File: src/rtl/spi_match_pkg.sv
package spi_match_pkg;

   localparam int MODE_W = 3;

   typedef enum logic [MODE_W-1:0] {
      MM_OFF        = 3'd0,
      MM_RSVD       = 3'd1,
      MM_FIRST_EQ   = 3'd2,
      MM_ANY_EQ     = 3'd3,
      MM_FIRST_PAIR = 3'd4,
      MM_ANY_PAIR   = 3'd5,
      MM_FIRST_MASK = 3'd6,
      MM_ANY_MASK   = 3'd7
   } match_mode_e;

   function automatic logic is_pair_mode(match_mode_e m);
      return (m == MM_FIRST_PAIR) || (m == MM_ANY_PAIR);
   endfunction

endpackage

File: src/rtl/spi_match_cmp.sv
module spi_match_cmp #(
   parameter int WORD_W = 32
) (
   input  logic [WORD_W-1:0] word,
   input  logic [WORD_W-1:0] m0,
   input  logic [WORD_W-1:0] m1,
   output logic              eq_m0,
   output logic              eq_m1,
   output logic              eq_masked
);

   if (WORD_W < 1) begin : g_bad_width
      $error("spi_match_cmp: WORD_W must be at least 1");
   end

   logic [WORD_W-1:0] diff0;

   assign diff0     = word ^ m0;
   assign eq_m0     = (diff0 == '0);
   assign eq_m1     = ((word ^ m1) == '0);
   assign eq_masked = ((diff0 & m1) == '0);

endmodule

File: src/rtl/spi_match_cfg_track.sv
module spi_match_cfg_track #(
   parameter int WORD_W = 32
) (
   input  logic                               clk,
   input  logic                               rst_n,
   input  logic [spi_match_pkg::MODE_W-1:0]   mode,
   input  logic [WORD_W-1:0]                  m0,
   input  logic [WORD_W-1:0]                  m1,
   output logic                               cfg_chg
);

   localparam int CFG_W = spi_match_pkg::MODE_W + 2 * WORD_W;

   logic [CFG_W-1:0] cfg_now;
   logic [CFG_W-1:0] cfg_q;

   assign cfg_now = {mode, m0, m1};
   assign cfg_chg = (cfg_now != cfg_q);

   always_ff @(posedge clk or negedge rst_n) begin
      if (!rst_n) cfg_q <= '0;
      else        cfg_q <= cfg_now;
   end

endmodule

File: src/rtl/spi_match_seq.sv
module spi_match_seq
   import spi_match_pkg::*;
(
   input  logic        clk,
   input  logic        rst_n,
   input  match_mode_e mode,
   input  logic        rx_valid,
   input  logic        rx_sof,
   input  logic        eq_m0,
   input  logic        eq_m1,
   input  logic        cfg_chg,
   output logic        pair_hit
);

   logic pend_q;
   logic pend_d;
   logic pend_live;

   // a pending first word survives only inside its frame and configuration
   assign pend_live = pend_q && !cfg_chg && !rx_sof;
   assign pair_hit  = rx_valid && pend_live && eq_m1 && is_pair_mode(mode);

   always_comb begin
      pend_d = pend_q && !cfg_chg && is_pair_mode(mode);
      if (rx_valid) begin
         unique case (mode)
            MM_FIRST_PAIR: pend_d = rx_sof && eq_m0;
            MM_ANY_PAIR:   pend_d = eq_m0;
            default:       pend_d = 1'b0;
         endcase
      end
   end

   always_ff @(posedge clk or negedge rst_n) begin
      if (!rst_n) pend_q <= 1'b0;
      else        pend_q <= pend_d;
   end

   // a start-of-frame word that is not M0 leaves nothing pending
   a_r8_sof_drops_pending: assert property (@(posedge clk) disable iff (!rst_n)
      (rx_valid && rx_sof && !eq_m0) |=> !pend_q);

   // a configuration change with no word present clears pending state
   a_r10_cfg_clears: assert property (@(posedge clk) disable iff (!rst_n)
      (cfg_chg && !rx_valid) |=> !pend_q);

   // non-pair modes never hold pending state
   a_r1_no_pend_outside_pairs: assert property (@(posedge clk) disable iff (!rst_n)
      (!is_pair_mode(mode)) |=> !pend_q);

endmodule

File: src/rtl/spi_rx_match_det.sv
module spi_rx_match_det
   import spi_match_pkg::*;
#(
   parameter int WORD_W = 32
) (
   input  logic                  clk,
   input  logic                  rst_n,
   input  logic [MODE_W-1:0]     cfg_mode,
   input  logic [WORD_W-1:0]     cfg_m0,
   input  logic [WORD_W-1:0]     cfg_m1,
   input  logic                  rx_valid,
   input  logic [WORD_W-1:0]     rx_word,
   input  logic                  rx_sof,
   output logic                  match_pulse
);

   if (WORD_W < 2) begin : g_bad_width
      $error("spi_rx_match_det: WORD_W must be at least 2");
   end

   match_mode_e mode;
   logic        eq_m0;
   logic        eq_m1;
   logic        eq_masked;
   logic        cfg_chg;
   logic        pair_hit;
   logic        single_hit;
   logic        hit;
   logic        pulse_q;

   assign mode = match_mode_e'(cfg_mode);

   spi_match_cmp #(.WORD_W(WORD_W)) u_cmp (
      .word      (rx_word),
      .m0        (cfg_m0),
      .m1        (cfg_m1),
      .eq_m0     (eq_m0),
      .eq_m1     (eq_m1),
      .eq_masked (eq_masked)
   );

   spi_match_cfg_track #(.WORD_W(WORD_W)) u_cfg (
      .clk     (clk),
      .rst_n   (rst_n),
      .mode    (cfg_mode),
      .m0      (cfg_m0),
      .m1      (cfg_m1),
      .cfg_chg (cfg_chg)
   );

   spi_match_seq u_seq (
      .clk      (clk),
      .rst_n    (rst_n),
      .mode     (mode),
      .rx_valid (rx_valid),
      .rx_sof   (rx_sof),
      .eq_m0    (eq_m0),
      .eq_m1    (eq_m1),
      .cfg_chg  (cfg_chg),
      .pair_hit (pair_hit)
   );

   always_comb begin
      unique case (mode)
         MM_FIRST_EQ:   single_hit = rx_sof && (eq_m0 || eq_m1);
         MM_ANY_EQ:     single_hit = eq_m0 || eq_m1;
         MM_FIRST_MASK: single_hit = rx_sof && eq_masked;
         MM_ANY_MASK:   single_hit = eq_masked;
         default:       single_hit = 1'b0;
      endcase
   end

   assign hit = rx_valid && (single_hit || pair_hit);

   always_ff @(posedge clk or negedge rst_n) begin
      if (!rst_n) pulse_q <= 1'b0;
      else        pulse_q <= hit;
   end

   assign match_pulse = pulse_q;

   // a pulse always follows an accepted word
   a_r9_pulse_after_word: assert property (@(posedge clk) disable iff (!rst_n)
      match_pulse |-> $past(rx_valid));

   // disabled and reserved modes stay silent
   a_r1_off_silent: assert property (@(posedge clk) disable iff (!rst_n)
      match_pulse |-> ($past(cfg_mode) > 3'd1));

   // first-word modes only fire on a start-of-frame word
   a_r2_first_only: assert property (@(posedge clk) disable iff (!rst_n)
      (match_pulse && ($past(mode) == MM_FIRST_EQ || $past(mode) == MM_FIRST_MASK))
      |-> $past(rx_sof));

   // the completing word of a pair is never a start-of-frame word
   a_r4_pair_not_sof: assert property (@(posedge clk) disable iff (!rst_n)
      (match_pulse && is_pair_mode($past(mode))) |-> !$past(rx_sof));

endmodule

File: config.mk
export PLATFORM = sky130hd
export DESIGN_NAME = spi_rx_match_det
export DESIGN_NICKNAME = d
export VERILOG_FILES = /design/src/rtl/spi_match_pkg.sv /design/src/rtl/spi_match_cmp.sv /design/src/rtl/spi_match_cfg_track.sv /design/src/rtl/spi_match_seq.sv /design/src/rtl/spi_rx_match_det.sv
export SDC_FILE = /design/constraint.sdc
export NUM_CORES = 1
export LEC_CHECK = 0
export CELL_PAD_IN_SITES_DETAIL_PLACEMENT = 0
export CELL_PAD_IN_SITES_GLOBAL_PLACEMENT = 1
export CORE_MARGIN = 3
export CORE_UTILIZATION = 39
export DETAILED_ROUTE_END_ITERATION = 7
export PLACE_DENSITY = 0.92
export SYNTH_ARGS = -nofsm -noshare
export SYNTH_HDL_FRONTEND = slang
export SYNTH_SLANG_ARGS = --single-unit
export TNS_END_PERCENT = 50
File: constraint.sdc
create_clock -name clk -period 4.3 [get_ports clk]
set_input_delay 0.43 -clock clk [delete_from_list [all_inputs] [get_ports clk]]
set_output_delay 0.43 -clock clk [all_outputs]
set_load 0.02 [all_outputs]
==> results of run 1 <==
[stage by stage]
stage / hold WS (ns) / total power [mW] / instances
floorplan: 0.1344 / 0.8254 / 309
global placement: 0.5453 / 1.020 / 518
detailed placement: 0.5519 / 1.022 / 518
CTS: 0.1808 / 1.617 / 534
global route: 0.2245 / 1.673 / 534
finish: 0.1541 / 1.613 / 534
[power by group]
part           switching (mW)  internal [mW]  total (mW)  leakage, nW
registers              0.0147          0.681       0.695        0.809
logic                   0.160          0.157       0.318         1.08
clock network           0.243          0.356       0.600        0.116
[final timing paths]
kind                            cells after the start       startpoint               to  slack, ns
max in group asynchronous                           2            rst_n  u_cfg.cfg_q[23]       3.19
worst min register to register                      4  u_cfg.cfg_q[16]     u_seq.pend_q       0.71
min in group clk                                    1       cfg_m0[27]  u_cfg.cfg_q[59]       0.61
worst max register to register                      6  u_cfg.cfg_q[65]      match_pulse       2.14
worst max-delay path                                7      cfg_mode[1]      match_pulse       1.87
worst min-delay path                                1            rst_n  u_cfg.cfg_q[45]       0.15
[critical path: cells and delay by family]
kind                      cells  cell delay, ns
and+or+nand+nor               4            1.38
buffers and inverters         1            0.57
AOI/OAI and AO/OA             1            0.18
xor gates and xnor gates      1            0.15
[cell type report]
cell class | instances | area, um^2 | area share [%]
Timing Repair Buffer | 104 | 1033 | 21.16
Clock inverter | 4 | 70.07 | 1.434
Inverter | 28 | 105.1 | 2.152
Multi-Input combinational cell | 212 | 1663 | 34.04
Tap cell | 105 | 131.4 | 2.690
Sequential cell | 69 | 1727 | 35.35
Clock buffer | 12 | 155.1 | 3.176
[flip-flops by register name, summed over array words and instances (netlist names)]
register	count
u_cfg.cfg_q	67
match_pulse	1
u_seq.pend_q	1
[synth_stat cells (2+ instances only)]
cell type  number  area [um^2]
xnor2_1        29        254.0
dfrtp_1        69         1727
inv_1          27        101.4
nand4_1        17        106.4
nand2b_1       10        62.56
a22o_1          5        43.79
o2bb2ai_1       5        43.79
a22oi_1        10        75.07
nor3_1          3        15.01
a221oi_2        2        30.03
nor2_1          4        15.01
o21ai_0         2        10.01
o2111ai_1       4        35.03
nor4_1         20        125.1
xor2_1         72        630.6
o22ai_1         8        50.05
a221oi_1        7        61.31
nand3_1         3        15.01
[layer usage]
metal	GRT usage (%)	wire length [um]
met1	32.75	4963
met2	33.52	4928
met3	5.260	1000
met4	7.254	226
met5	0	0
[kinds of logic (layout without fill, tap and decap cells)]
logic type | Yosys count | in the layout | share of synthesized area [%]
xor+xnor | 101 | 101 | 25.31
flops | 69 | 69 | 49.41
simple gates | 63 | 63 | 10.99
compound gates | 48 | 48 | 11.28
buf+inv | 28 | 148 | 3.007
==> results.py, run 1 <==
metrics = {
    "setup_path": {
        "slowest_delay_ns": 0.57,
        "cp.required_ns": 4.57,
        "start_kind": "input port",
        "cp-end-kind": "register",
        "cp.arrival_ns": 2.70,
        "cpMaxStageDelayCell": "clkdlybuf4s50_1",
        "path_cells": "clkdlybuf4s50_1, xnor2_1, nand4_1, nor4_1, nand3_1, or4_4, o211ai_2",
        "cp_max_fo": 4,
        "worstSetupPathType": "in2reg",
    },
    "finish": {
        "final_common_cell": "clkdlybuf4s50_1",
        "antenna_cells": 0,
        "final_cell_mix": "102 x clkdlybuf4s50_1, 72 x xor2_1, 69 x dfrtp_1",
        "drive_above_1_share_pct": 5.361,
        "area_growth_pct": 39.78,
        "final.fill_count": 700,
        "layout.nets": 527,
        "fin_util_pct": 57.71,
        "design_area_um2": 4885,
    },
    "place": {
        "gp_congestion": 0.9959,
        "dp_slack_ns": 1.516,
        "io_buffers": 103,
        "dp_hpwl_um": 9159,
        "placed_cell_area_um2": 4659,
    },
    "clock_tree": {
        "insertion_delay_ns": 0.36,
        "post-cts-setup-buffer-count": 0,
        "cts_resized": 0,
        "cts-buffers-inserted": 9,
        "clockBufferDepth": 2,
        "clkTransAtPathRegs_ns": 0.07,
        "cts_tree": "built",
        "cts_sinks": 69,
        "hold_buffers": 0,
        "cts_max_level": 3,
        "cts_root_buffer": "clkbuf_8",
    },
    "global_routing": {
        "grt_max_degree": 36,
        "grt_util_all_layers_pct": 22.65,
        "grt_pass1_wl_um": 16970,
        "grt_pass1_vias": 3075,
        "grt_overflow": 0,
        "antenna_found_initial": 0,
    },
    "floorplanning": {
        "rows": 33,
        "design.die.area_um2": 10130,
        "start_util_pct": 41.29,
        "fp.dieH_um": 100.7,
        "coreArea_um2": 8464,
        "fp.dieW_um": 100.7,
        "num_io_pins": 104,
    },
    "yosys": {
        "synth_edf_count": 0,
        "syn-cell-area_um2": 3495,
        "synth-seq-cells": 69,
        "syn_nets": 412,
        "async_flop_share_pct": 100.0,
        "synth_ff_type": "dfrtp_1",
        "netlist-cell-type-count": 30,
        "syn_inst": 309,
        "yosysSeqAreaShare_pct": 49.41,
        "synth_warnings": 0,
        "syn_area_per_cell_um2": 11.31,
    },
    "sta": {
        "final_max_slew_viol_count": 0,
        "max_freq_mhz": 412.1,
        "finalHoldViolations": 0,
        "period_minus_slack_ns": 2.427,
        "skew_ns": 0.006125,
        "setup_ws_ns": 1.873,
        "tightestPinTransition_ns": 0.7847,
        "setup_violations": 0,
        "fin_setup_tns_ns": 0,
        "finalCritPeriodShare_pct": 56.43,
        "rsz0062_at_grt": "false",
        "slew-limit-headroom_pct": 47.68,
    },
    "pwr": {
        "p_per_area_nw_per_um2": 330.2,
        "p_leak_nw": 2.009,
        "peakVddDrop_v": 0.0001740,
    },
    "detailed_routing": {
        "drtIter0Drc": 238,
        "drt_pass1_iterations": 5,
        "viasPerCell": 5.472,
        "ant_nets": 0,
        "routedWlPerCell_um": 20.82,
        "num_vias": 2922,
        "drt_wl_total_um": 11120,
        "drc": 0,
    },
    "run_status": {
        "status": "finished clean",
    },
    "worst_hold_path": {
        "hp-class": "in2async",
    },
    "job": {
        "maxCapViolCount": 0,
    },
}
Power figures use the tool's default switching activity.
==> run 2: changes to the inputs <==
Settings changed: CORE_UTILIZATION 39 to 33, PLACE_DENSITY 0.92 to 0.83.
Clock period 4.3 ns to 2 ns, I/O delays scaled along.
==> run 2 against run 1 <==
Effect of this change:
- utilization down 2.7 points
- via count up 7.5%
- power up 120%
- critical path depth unchanged
- largest cell class unchanged
- clock power up 92%
- count of clock-buffer cells in the layout unchanged
- register-to-register slack worse by 2.1 ns
- highest routed layer unchanged
- sequential power up 120%
- non-clock buffer count up 79
==> results.py, run 2 (same netlist as run 1, synthesis figures left out) <==
metrics = {
    "run_status": {
        "status": "finished clean",
    },
    "finish": {
        "antenna_cells": 0,
        "multi_input_area_um2": 1694,
        "final_cell_mix": "102 x clkdlybuf4s50_1, 78 x buf_4, 72 x xor2_1",
        "stdcell_count": 641,
        "regMostFlops": "u_cfg.cfg_q",
        "regArea_um2": 1727,
        "drive_above_1_share_pct": 20.28,
        "final_common_cell": "clkdlybuf4s50_1",
        "design_area_um2": 5527,
        "area_growth_pct": 58.15,
        "layout.nets": 606,
        "final.fill_count": 902,
        "largest_register_ffs": 67,
    },
    "floorplanning": {
        "fp.dieW_um": 108.9,
        "design.die.area_um2": 11860,
        "fp.dieH_um": 108.9,
        "start_util_pct": 34.79,
        "coreArea_um2": 10040,
        "rows": 36,
        "num_io_pins": 104,
    },
    "sta": {
        "max_freq_mhz": 512.0,
        "setup_ws_ns": 0.04696,
        "skew_ns": 0.009877,
        "fin_setup_tns_ns": 0,
        "slew-limit-headroom_pct": 72.93,
        "period_minus_slack_ns": 1.953,
        "finalCritPeriodShare_pct": 97.65,
        "finalHoldViolations": 0,
        "setup_violations": 0,
        "final_max_slew_viol_count": 0,
        "tightestPinTransition_ns": 0.4046,
    },
    "detailed_routing": {
        "drtIter0Drc": 234,
        "ant_nets": 0,
        "drc": 0,
        "drt_wl_total_um": 12560,
        "viasPerCell": 4.899,
        "num_vias": 3140,
        "drt_pass1_iterations": 4,
        "routedWlPerCell_um": 19.59,
    },
    "clock_tree": {
        "cts_root_buffer": "clkbuf_8",
        "insertion_delay_ns": 0.35,
        "cts_max_level": 3,
        "cts_sinks": 69,
        "cts_tree": "built",
        "post-cts-setup-buffer-count": 0,
        "clockBufferDepth": 2,
        "clkTransAtPathRegs_ns": 0.09,
        "cts-buffers-inserted": 9,
    },
    "setup_path": {
        "cp.arrival_ns": 2.21,
        "path_buf_inv": 1,
        "rrSetupSlack_ns": 0.08,
        "rr_startpoint": "u_cfg.cfg_q[20]",
        "slowest_delay_ns": 0.55,
        "r2r_cells": 6,
        "cp.required_ns": 2.26,
        "path_cells": "clkdlybuf4s50_1, and2b_1, nand3_1, a2111oi_4, nand4_1, or4_4, o211ai_2",
        "start_kind": "input port",
        "critPathTopFamily": "simple AND/OR/NAND/NOR gates",
        "cp_max_fo": 4,
        "cp-end-kind": "register",
        "r2r_end": "match_pulse",
        "cpMaxStageDelayCell": "or4_4",
        "worstSetupPathType": "in2reg",
    },
    "global_routing": {
        "antenna_found_initial": 0,
        "grt_max_degree": 70,
        "grt_pass1_vias": 3490,
        "grt_pass1_wl_um": 19010,
        "grt_overflow": 0,
        "grt_util_all_layers_pct": 21.73,
    },
    "worst_hold_path": {
        "hold_end": "u_cfg.cfg_q[33]",
        "min-delay-start": "cfg_m0[1]",
        "hp-class": "in2reg",
        "min_path_cells": 1,
    },
    "pwr": {
        "p_leak_nw": 2.381,
        "p_per_area_nw_per_um2": 628.2,
        "peakVddDrop_v": 0.0003621,
        "finalPower_mw": 3.472,
    },
    "place": {
        "gp_congestion": 0.9248,
        "placed_cell_area_um2": 5293,
        "io_buffers": 103,
        "dp_slack_ns": -0.3320,
        "dp.cells": 624,
        "dp_hpwl_um": 10300,
    },
    "job": {
        "maxCapViolCount": 0,
    },
}
-- run 2: repair_timing --
action                                 CTS  global route
resized for setup                        0             4
hold buffers                             1             0
endpoints found under the hold margin   69             0
setup endpoints to repair                0             2
-- run 2: routing by layer --
layer	track usage (%)	vias up	wire, um	share of wire (%)
met4	5.591	0	173	1.4
met1	28.76	1505	5442	43
met2	35.31	126	6021	48
li1	-	1491	-	-
met3	5.743	18	920	7.3
met5	0	-	0	0
-- run 2: per-stage QoR --
| stage | hold WS (ns) | util (%) |
|---|---|---|
| 6_report | 0.3980 | 55.02 |
| 3_3_place_gp | 0.2513 | 52.69 |
| 4_1_cts | 0.3959 | 54.71 |
| 2_1_floorplan | -0.09559 | - |
| 5_1_grt | 0.4060 | 55.02 |
| 3_5_place_dp | 0.2571 | 52.69 |
-- run 2: cell type report --
class / count / share of cell area [%]
clock buffer: 12 / 2.626
clock inverter: 4 / 0.8603
inverter: 28 / 1.902
multi-input combinational: 212 / 30.65
sequential: 69 / 31.24
tap: 133 / 3.011
timing repair buffer: 183 / 29.70
-- run 2: worst reg2reg max path: cells and delay by family, from the launching register on --
family,cells,cell delay (ns)
XOR/XNOR,1,0.18
AO/OA/AOI/OAI,1,0.19
AND/OR/NAND/NOR,4,1.07
flip-flops,1,0.41
-- run 2: how the worst max path moves through the flow --
stage,to,start,cells past startpoint
2_1_floorplan,match_pulse,u_cfg.cfg_q[33],6
3_3_place_gp,match_pulse,cfg_mode[1],7
3_5_place_dp,match_pulse,cfg_mode[1],7
4_1_cts,match_pulse,cfg_mode[1],7
5_1_grt,match_pulse,cfg_mode[1],7
6_report,match_pulse,cfg_mode[1],7
-- run 2: where the power goes --
group | total, mW | internal, mW | switching (mW)
clock | 1.15 | 0.608 | 0.541
sequential | 1.50 | 1.46 | 0.0334
combinational | 0.826 | 0.444 | 0.382
total | 3.47 | 2.51 | 0.957
